<file path="src/rtl/ocu_pkg.sv">
package ocu_pkg;
  localparam int TIMERS = 2;
  localparam int LATCHES_PER_CH = 2;
  localparam int SET_IDX = 0;
  localparam int CLR_IDX = 1;

  typedef enum logic [0:0] {
    SRC_T0 = 1'b0,
    SRC_T1 = 1'b1
  } src_e;
endpackage

</file>
<file path="src/rtl/ocu_regs.sv">
module ocu_regs #(
  parameter int NCH = 4,
  parameter int DW  = 8,
  parameter int AW  = 4
) (
  input  logic                clk,
  input  logic                rst_n,
  input  logic                bus_we,
  input  logic [AW-1:0]       bus_addr,
  input  logic [DW-1:0]       bus_wdata,
  output logic [2*NCH-1:0]    cmp_we,
  output logic [NCH-1:0]      src_sel,
  output logic [NCH-1:0]      trig_en,
  output logic [2*NCH-1:0]    ien
);
  localparam int NSLOT     = 2 * NCH;
  localparam int ADDR_CTRL = NSLOT;
  localparam int ADDR_IEN  = NSLOT + 1;

  logic [2*NCH-1:0] ctrl_q;
  logic [NSLOT-1:0] ien_q;

  for (genvar g = 0; g < NSLOT; g++) begin : g_we
    assign cmp_we[g] = bus_we && (bus_addr == AW'(g));
  end

  always_ff @(posedge clk or negedge rst_n) begin
    if (!rst_n) begin
      ctrl_q <= '0;
      ien_q  <= '0;
    end else if (bus_we) begin
      if (bus_addr == AW'(ADDR_CTRL)) ctrl_q <= bus_wdata[2*NCH-1:0];
      if (bus_addr == AW'(ADDR_IEN))  ien_q  <= bus_wdata[NSLOT-1:0];
    end
  end

  assign src_sel = ctrl_q[NCH-1:0];
  assign trig_en = ctrl_q[2*NCH-1:NCH];
  assign ien     = ien_q;
endmodule

</file>
<file path="src/rtl/ocu_slot.sv">
module ocu_slot #(
  parameter int DW = 8
) (
  input  logic          clk,
  input  logic          rst_n,
  input  logic          wr,
  input  logic [DW-1:0] wdata,
  input  logic          run,
  input  logic          unf,
  input  logic [DW-1:0] cnt,
  input  logic          ien,
  output logic          match,
  output logic          irq
);
  logic [DW-1:0] buf_q, lat_q;
  logic          prev_eq_q, irq_q, eq;

  assign eq    = run && (cnt == lat_q);
  assign match = eq && !prev_eq_q;

  always_ff @(posedge clk or negedge rst_n) begin
    if (!rst_n) begin
      buf_q     <= '1;
      lat_q     <= '1;
      prev_eq_q <= 1'b0;
      irq_q     <= 1'b0;
    end else begin
      prev_eq_q <= eq;
      irq_q     <= match && ien;
      if (wr) buf_q <= wdata;
      if (wr && (!run || unf)) lat_q <= wdata;
      else if (unf)            lat_q <= buf_q;
    end
  end

  assign irq = irq_q;
endmodule

</file>
<file path="src/rtl/ocu_chan.sv">
module ocu_chan #(
  parameter int DW = 8
) (
  input  logic          clk,
  input  logic          rst_n,
  input  logic [1:0]    wr,
  input  logic [DW-1:0] wdata,
  input  logic          src,
  input  logic [DW-1:0] cnt0,
  input  logic [DW-1:0] cnt1,
  input  logic [1:0]    run,
  input  logic [1:0]    unf,
  input  logic          trig,
  input  logic [1:0]    ien,
  output logic          wave,
  output logic [1:0]    irq,
  output logic          m_set,
  output logic          m_clr
);
  import ocu_pkg::*;

  logic [DW-1:0] cnt_sel;
  logic          run_sel, unf_sel, wave_q;
  logic [1:0]    mt;

  always_comb begin
    if (src_e'(src) == SRC_T1) begin
      cnt_sel = cnt1;
      run_sel = run[1];
      unf_sel = unf[1];
    end else begin
      cnt_sel = cnt0;
      run_sel = run[0];
      unf_sel = unf[0];
    end
  end

  for (genvar k = 0; k < LATCHES_PER_CH; k++) begin : g_slot
    ocu_slot #(.DW(DW)) u_slot (
      .clk(clk), .rst_n(rst_n), .wr(wr[k]), .wdata(wdata),
      .run(run_sel), .unf(unf_sel), .cnt(cnt_sel), .ien(ien[k]),
      .match(mt[k]), .irq(irq[k])
    );
  end

  assign m_set = mt[SET_IDX];
  assign m_clr = mt[CLR_IDX];

  always_ff @(posedge clk or negedge rst_n) begin
    if (!rst_n)              wave_q <= 1'b0;
    else if (trig && m_clr)  wave_q <= 1'b0;
    else if (trig && m_set)  wave_q <= 1'b1;
  end

  assign wave = wave_q;
endmodule

</file>
<file path="src/rtl/ocu_top.sv">
module ocu_top #(
  parameter int NCH = 4,
  parameter int DW  = 8,
  parameter int AW  = $clog2(2 * NCH + 2)
) (
  input  logic             clk,
  input  logic             rst_n,
  input  logic [DW-1:0]    tmr0_cnt,
  input  logic [DW-1:0]    tmr1_cnt,
  input  logic [1:0]       tmr_run,
  input  logic [1:0]       tmr_unf,
  input  logic             bus_we,
  input  logic [AW-1:0]    bus_addr,
  input  logic [DW-1:0]    bus_wdata,
  output logic [NCH-1:0]   wave_o,
  output logic [2*NCH-1:0] irq_o
);
  localparam int NSLOT = 2 * NCH;

  logic [NSLOT-1:0] cmp_we, ien_q;
  logic [NCH-1:0]   src_sel, trig_en, m_set, m_clr;

  ocu_regs #(.NCH(NCH), .DW(DW), .AW(AW)) u_regs (
    .clk(clk), .rst_n(rst_n), .bus_we(bus_we), .bus_addr(bus_addr),
    .bus_wdata(bus_wdata), .cmp_we(cmp_we), .src_sel(src_sel),
    .trig_en(trig_en), .ien(ien_q)
  );

  for (genvar c = 0; c < NCH; c++) begin : g_ch
    ocu_chan #(.DW(DW)) u_chan (
      .clk(clk), .rst_n(rst_n), .wr(cmp_we[2*c+1 -: 2]), .wdata(bus_wdata),
      .src(src_sel[c]), .cnt0(tmr0_cnt), .cnt1(tmr1_cnt),
      .run(tmr_run), .unf(tmr_unf), .trig(trig_en[c]),
      .ien(ien_q[2*c+1 -: 2]), .wave(wave_o[c]), .irq(irq_o[2*c+1 -: 2]),
      .m_set(m_set[c]), .m_clr(m_clr[c])
    );
  end
endmodule

</file>
<file path="config.mk">
export PLATFORM = sky130hd
export DESIGN_NAME = ocu_top
export DESIGN_NICKNAME = d
export VERILOG_FILES = /design/src/rtl/ocu_pkg.sv /design/src/rtl/ocu_regs.sv /design/src/rtl/ocu_slot.sv /design/src/rtl/ocu_chan.sv /design/src/rtl/ocu_top.sv
export SDC_FILE = /design/constraint.sdc
export NUM_CORES = 1
export LEC_CHECK = 0
export BUFFER_PORTS_ARGS = -buffer_cell sky130_fd_sc_hd__clkbuf_2
export CELL_PAD_IN_SITES_DETAIL_PLACEMENT = 0
export CELL_PAD_IN_SITES_GLOBAL_PLACEMENT = 2
export CORE_MARGIN = 5
export CORE_UTILIZATION = 45
export CTS_CLUSTER_DIAMETER = 50
export DETAILED_ROUTE_END_ITERATION = 10
export PLACE_DENSITY_LB_ADDON = 0.1
export SETUP_SLACK_MARGIN = 0.4
export SLEW_MARGIN = 20
export SYNTH_ARGS = -nofsm -noshare
export SYNTH_HDL_FRONTEND = slang
export SYNTH_SLANG_ARGS = --single-unit
</file>
<file path="constraint.sdc">
create_clock -name clk -period 3.1 [get_ports clk]
set_input_delay 0.465 -clock clk [delete_from_list [all_inputs] [get_ports clk]]
set_output_delay 0.465 -clock clk [all_outputs]
set_load 0.005 [all_outputs]
</file>
After elaboration in Yosys (flattened, before gate mapping)
Index checks and enable logic that the tools add are counted.
- register bits: 164
- input bits: 35
- output and inout bits: 12
- equal/unequal tests: 17
- mux-type cells: 36
- reduce and logical (&&, ||, !) cells: 79
- operator list (kind ; number):
    $mux 8 ; 20
    $eq 8x8->1 ; 8
    $logic_and 1x1->1 ; 48
    $reduce_bool 2->1 ; 12
    $eq 4x3->1 const B ; 4
    $mux 1 ; 16
    $logic_not 1->1 ; 12
    $eq 4x2->1 const B ; 2
    $eq 4x4->1 const B ; 2
    $eq 4x1->1 const B ; 1
    $logic_not 4->1 ; 1
    $logic_or 1x1->1 ; 4
    $reduce_and 2->1 ; 2

Logic depth before layout (Yosys ltp)
- word-level depth: 7
- mapped depth: 7
- mapped depth without buffers: 5

Hierarchy
Synthesis repeated with hierarchy kept, for this count alone.
- cells, all modules: 689
- area total of the unflattened synthesis: 8162.8 sq um
- by module, submodules not included (module ; instances ; cells each ; area an instance (sq um) ; seq. area each (sq um)):
    ocu_slot ; 8 ; 73 ; 833.3 ; 470.5
    ocu_chan ; 4 ; 14 ; 196.4 ; 25.0
    ocu_regs ; 1 ; 49 ; 710.7 ; 400.4

Least setup slack after synthesis
Ideal clock, no wire load.
- path kind: input port to flip-flop
- start point: in bus_addr[0]
- end point: reg g_ch[1].u_chan.g_slot[0].u_slot.lat_q[7]
- library setup time: 0.080 ns
- arrival time: 1.819 ns
- slack: 1.200 ns
- stages: 6
- buffers on the path: 3
- cells stage by stage: buf_6 or4_4 buf_6 buf_6 or3_1 o221a_2
- cells in the longest elaborated chain, start to end: 4
- elaborated cells on any way between the ends: 5
- classes of those cells: eq/ne: 1; mux: 1; reduce/logical: 3
- ends and longest elaborated chain (what ; RTL line ; source):
    from (decl) ; ocu_top.sv:13 ; input logic [AW-1:0] bus_addr,
    $eq 4x2->1 * ; ocu_regs.sv:24 ; assign cmp_we[g] = bus_we && (bus_addr == AW'(g));
    $logic_and 1x1->1 * ; ocu_regs.sv:24 ;
    $logic_and 1x1->1 * ; ocu_slot.sv:31 ; if (wr && (!run || unf)) lat_q <= wdata;
    $mux 8 or $reduce_bool 2->1 (tied branches) ; - ;
    to (signal assigned) ; ocu_slot.sv:31 ;
    to (signal assigned) ; ocu_slot.sv:32 ; else if (unf) lat_q <= buf_q;
    to (decl) ; ocu_slot.sv:15 ; logic [DW-1:0] buf_q, lat_q;
Every way passes the cells marked *; elsewhere a longest branch is shown, timed or not.
A chain may end at the register's enable or synchronous reset.

Worst setup path after layout
- start point: reg u_regs.ctrl_q[3]
- end point: reg g_ch[3].u_chan.wave_q
- cells in the longest elaborated chain, start to end: 6
- elaborated cells on any way between the ends: 12
- classes of those cells: eq/ne: 2; mux: 3; reduce/logical: 7
- ends and longest elaborated chain (what ; RTL line ; source):
    from (decl) ; ocu_regs.sv:20 ; logic [2*NCH-1:0] ctrl_q;
    from (signal assigned) ; ocu_regs.sv:32 ; if (bus_addr == AW'(ADDR_CTRL)) ctrl_q <= bus_wdata[2*NCH-1:0];
    $mux 8 ; ocu_chan.sv:27 ; if (src_e'(src) == SRC_T1) begin
    $eq 8x8->1 ; ocu_slot.sv:18 ; assign eq = run && (cnt == lat_q);
    $logic_and 1x1->1 ; ocu_slot.sv:18 ;
    $logic_and 1x1->1 ; ocu_slot.sv:19 ; assign match = eq && !prev_eq_q;
    $logic_and 1x1->1, on equally long branches ; ocu_chan.sv:51, ocu_chan.sv:52 ;
    $mux 1 or $reduce_bool 2->1 (tied branches) ; - ;
    to (signal assigned) ; ocu_chan.sv:50 ; if (!rst_n) wave_q <= 1'b0;
    to (signal assigned) ; ocu_chan.sv:51 ; else if (trig && m_clr) wave_q <= 1'b0;
    to (signal assigned) ; ocu_chan.sv:52 ; else if (trig && m_set) wave_q <= 1'b1;
    to (decl) ; ocu_chan.sv:23 ; logic run_sel, unf_sel, wave_q;
Several ways; a longest one is shown, not always the timed one.

==> run_results.csv <==
group,metric,value,unit
run_status,status,"complete, no violations",
cts,cts-htree-levels,4,
cells_and_area,nFillCells,1633,
route,wirelength,22.4,mm
sta,timing.final.ws_setup,0.752,ns
worst_setup_path,cp_cell_sequence,"mux2i_2 -> xnor2_1 -> nor4_1 -> nand4_1 -> o32a_1",
global_routing,grt_pass1_wl,35.5,mm
pwr,peakVddDrop,397,uV
worst_setup_path,cp.required,3.42,ns
floorplan,core_area,18100,sq um
cells_and_area,layout.nets,786,
cts,path_clk_slew,0.06,ns
cells_and_area,seq_area,4260,sq um
synth,syn-num-nets,771,
worst_setup_path,setup.worst_path.start_class,"register",
worst_setup_path,critPathBufInv,0,
synth,ys_top_cells_by_area,"dfstp_2 (40%), dfrtp_1 (11%), mux2_2 (9.1%)",
global_routing,grt-ovfl-total,0,
sta,slew_headroom,0.299,
synth,yosys.area.top_type,"dfstp_2",
route,drtIter0Drc,313,
sta,slew_viol_final,0,
global_routing,antenna_found_initial,0,
sta,post-route-period-util,0.757,
cts,hold_buffers,0,
route,antenna_left,0,
global_routing,globalRouteTotalUtil,0.217,
floorplan,initial_utilization,0.460,
synth,mappedNetlistArea,8310,sq um
placed_design,portBuffers,46,
synth,synthCells,736,
sta,worstMarginPinSlew,1.04,ns
pwr,leakage,3.74,nW
route,via_count,5799,
pwr,p_per_area,780,nW/um^2
cts,clock-sinks,164,
worst_setup_path,r2r_end,"g_ch[3].u_chan.wave",
floorplan,die_w,146,um
placed_design,gp_congestion,0.787,
worst_setup_path,end_kind,"register",
worst_setup_path,crit_arrival,2.67,ns
cts,cts_tree,"done",
cts,clk_path_buf_depth,2,
cells_and_area,multi_input_area,3700,sq um
route,dr.pass1.iters,5,
worst_setup_path,cpMaxStageDelayCell,"dfrtp_1",
worst_setup_path,r2r_cells,5,
global_routing,first_global_vias,5960,
sta,fin_setup_tns,0,ns
synth,avgSynthCellArea,11.3,sq um
cts,cts_buffers,17,
cells_and_area,drive_gt1_frac,0.418,
synth,async_flop_share,1.00,
cts,insertion_delay,0.44,ns
synth,netlist_top_cells_count,"dfstp_2 (128), nand2_1 (70), mux2_2 (67), nor2_1 (55), xnor2_1 (43)",
cts,postCtsSetupBuffers,0,
cts,ctsResizeCount,0,
synth,synth-seq-area-share,0.513,
worst_hold_path,min_path_type,"input port to asynchronous set/reset pin",
floorplan,die-area,21300,sq um
synth,synth_edf_count,0,
sta,max_freq,426,MHz
cells_and_area,stdcell_area,9210,sq um
synth,synth_top_cell_area_share,0.405,
worst_setup_path,r2r-start,"u_regs.ctrl_q[3]",
sta,setup_viol,0,
route,via_per_inst,5.84,
synth,ys.flop_type,"dfstp_2",
cts,root_buffer,"clkbuf_16",
sta,finClkSkew,0.0137,ns
cells_and_area,syn2layout_area_growth,10.8,%
synth,yosysMostFrequentCell,"dfstp_2",
placed_design,preCtsSetupSlack,0.644,ns
route,drc,0,
floorplan,ios,47,
synth,ys_warn_count,0,
sta,fin_crit,2.35,ns
placed_design,place_area,8590,sq um
worst_setup_path,crit_family,"flip-flops",
worst_setup_path,cp_max_fo,20,
worst_setup_path,rrSetupSlack,0.75,ns
worst_setup_path,cpPeakStageDelay,0.85,ns
cells_and_area,num_antenna_cells,0,
floorplan,die_h,146,um
synth,ys_types,51,
worst_setup_path,path_class,"register to register",
placed_design,dp_hpwl,15.4,mm
floorplan,rows,49,
synth,synth_seq_cells,164,
sta,finalHoldViolations,0,
global_routing,grt_max_degree,70,
route,wl_per_cell,22.6,um
sta,rsz0062_at_grt,"no",
flow_run,maxCapViolations,0,
how the worst max path moves through the flow:
| stage | start | to | slack, ns | depth (start not counted) |
|---|---|---|---|---|
| floorplan | bus_addr[0] | g_ch[1].u_chan.g_slot[0].u_slot.lat_q[7] | 1.20 | 6 |
| global placement | bus_addr[0] | g_ch[2].u_chan.g_slot[1].u_slot.lat_q[2] | 0.73 | 5 |
| finish | u_regs.ctrl_q[3] | g_ch[3].u_chan.wave | 0.75 | 5 |
| CTS | u_regs.ctrl_q[2] | g_ch[2].u_chan.wave | 0.77 | 5 |
| global route | u_regs.ctrl_q[3] | g_ch[3].u_chan.wave | 0.59 | 5 |
| detailed placement | bus_addr[0] | g_ch[2].u_chan.g_slot[1].u_slot.lat_q[5] | 0.64 | 5 |
layout make-up:
cell class / count / area share
clock buffers: 22 / 0.0515
clock inverters: 10 / 0.0159
inverters: 10 / 0.00408
multi-input cells: 506 / 0.402
flip-flops and latches: 164 / 0.463
well taps: 229 / 0.0311
repair buffers: 52 / 0.0319
metrics by stage:
step | cells | hold WS [ns] | utilization | total power, mW
2_1_floorplan | 736 | 0.169 | - | 4.54
3_3_place_gp | 961 | 0.431 | 0.475 | 4.95
3_5_place_dp | 961 | 0.434 | 0.475 | 5.00
4_1_cts | 993 | 0.0565 | 0.509 | 7.24
5_1_grt | 993 | 0.0875 | 0.509 | 7.54
6_report | 993 | 0.0547 | 0.509 | 7.18
flip-flops by register name, indices dropped and copies added, names as in the netlist:
register	flops
u_regs.ctrl_q	8
g_ch.u_chan.g_slot.u_slot.irq	8
g_ch.u_chan.wave	4
g_ch.u_chan.g_slot.u_slot.prev_eq_q	8
g_ch.u_chan.g_slot.u_slot.buf_q	64
u_regs.ien	8
g_ch.u_chan.g_slot.u_slot.lat_q	64
report_power, final:
group	leakage (nW)	switching (mW)	internal, mW
logic	1.62	0.720	0.798
registers	1.82	0.467	2.98
clock network	0.297	0.879	1.34
per-layer routing:
metal	vias to the layer above	GRT usage	wire length [um]
li1	2669	-	-
met1	2957	0.303	10800
met2	147	0.344	10300
met3	26	0.0467	930
met4	0	0.0570	344
met5	-	0	0
layout by cell type (no fill, tap or decap), drive strengths merged, types with 7 or more instances in the layout:
cell type and count:
o22a 8, mux2i 32, a21oi 19, nor4 7
or3 36, o221a 32, nand2 70, o22ai 24
buf 7, xnor2 43, mux2 67, o21a 8
xor2 21, inv 12, nand3 10, clkbuf 67
o21ai 7, dfstp 128, nor2 58, dfrtp 36
cell families after synthesis:
logic type | Yosys count | synth area share
buffers and inverters | 66 | 0.0414
DFF | 164 | 0.513
muxes | 99 | 0.130
xor gates and xnor gates | 64 | 0.0674
AOI/OAI and AO/OA | 123 | 0.118
and+or+nand+nor | 220 | 0.130
Note: power is estimated with default switching activity, not from simulation.
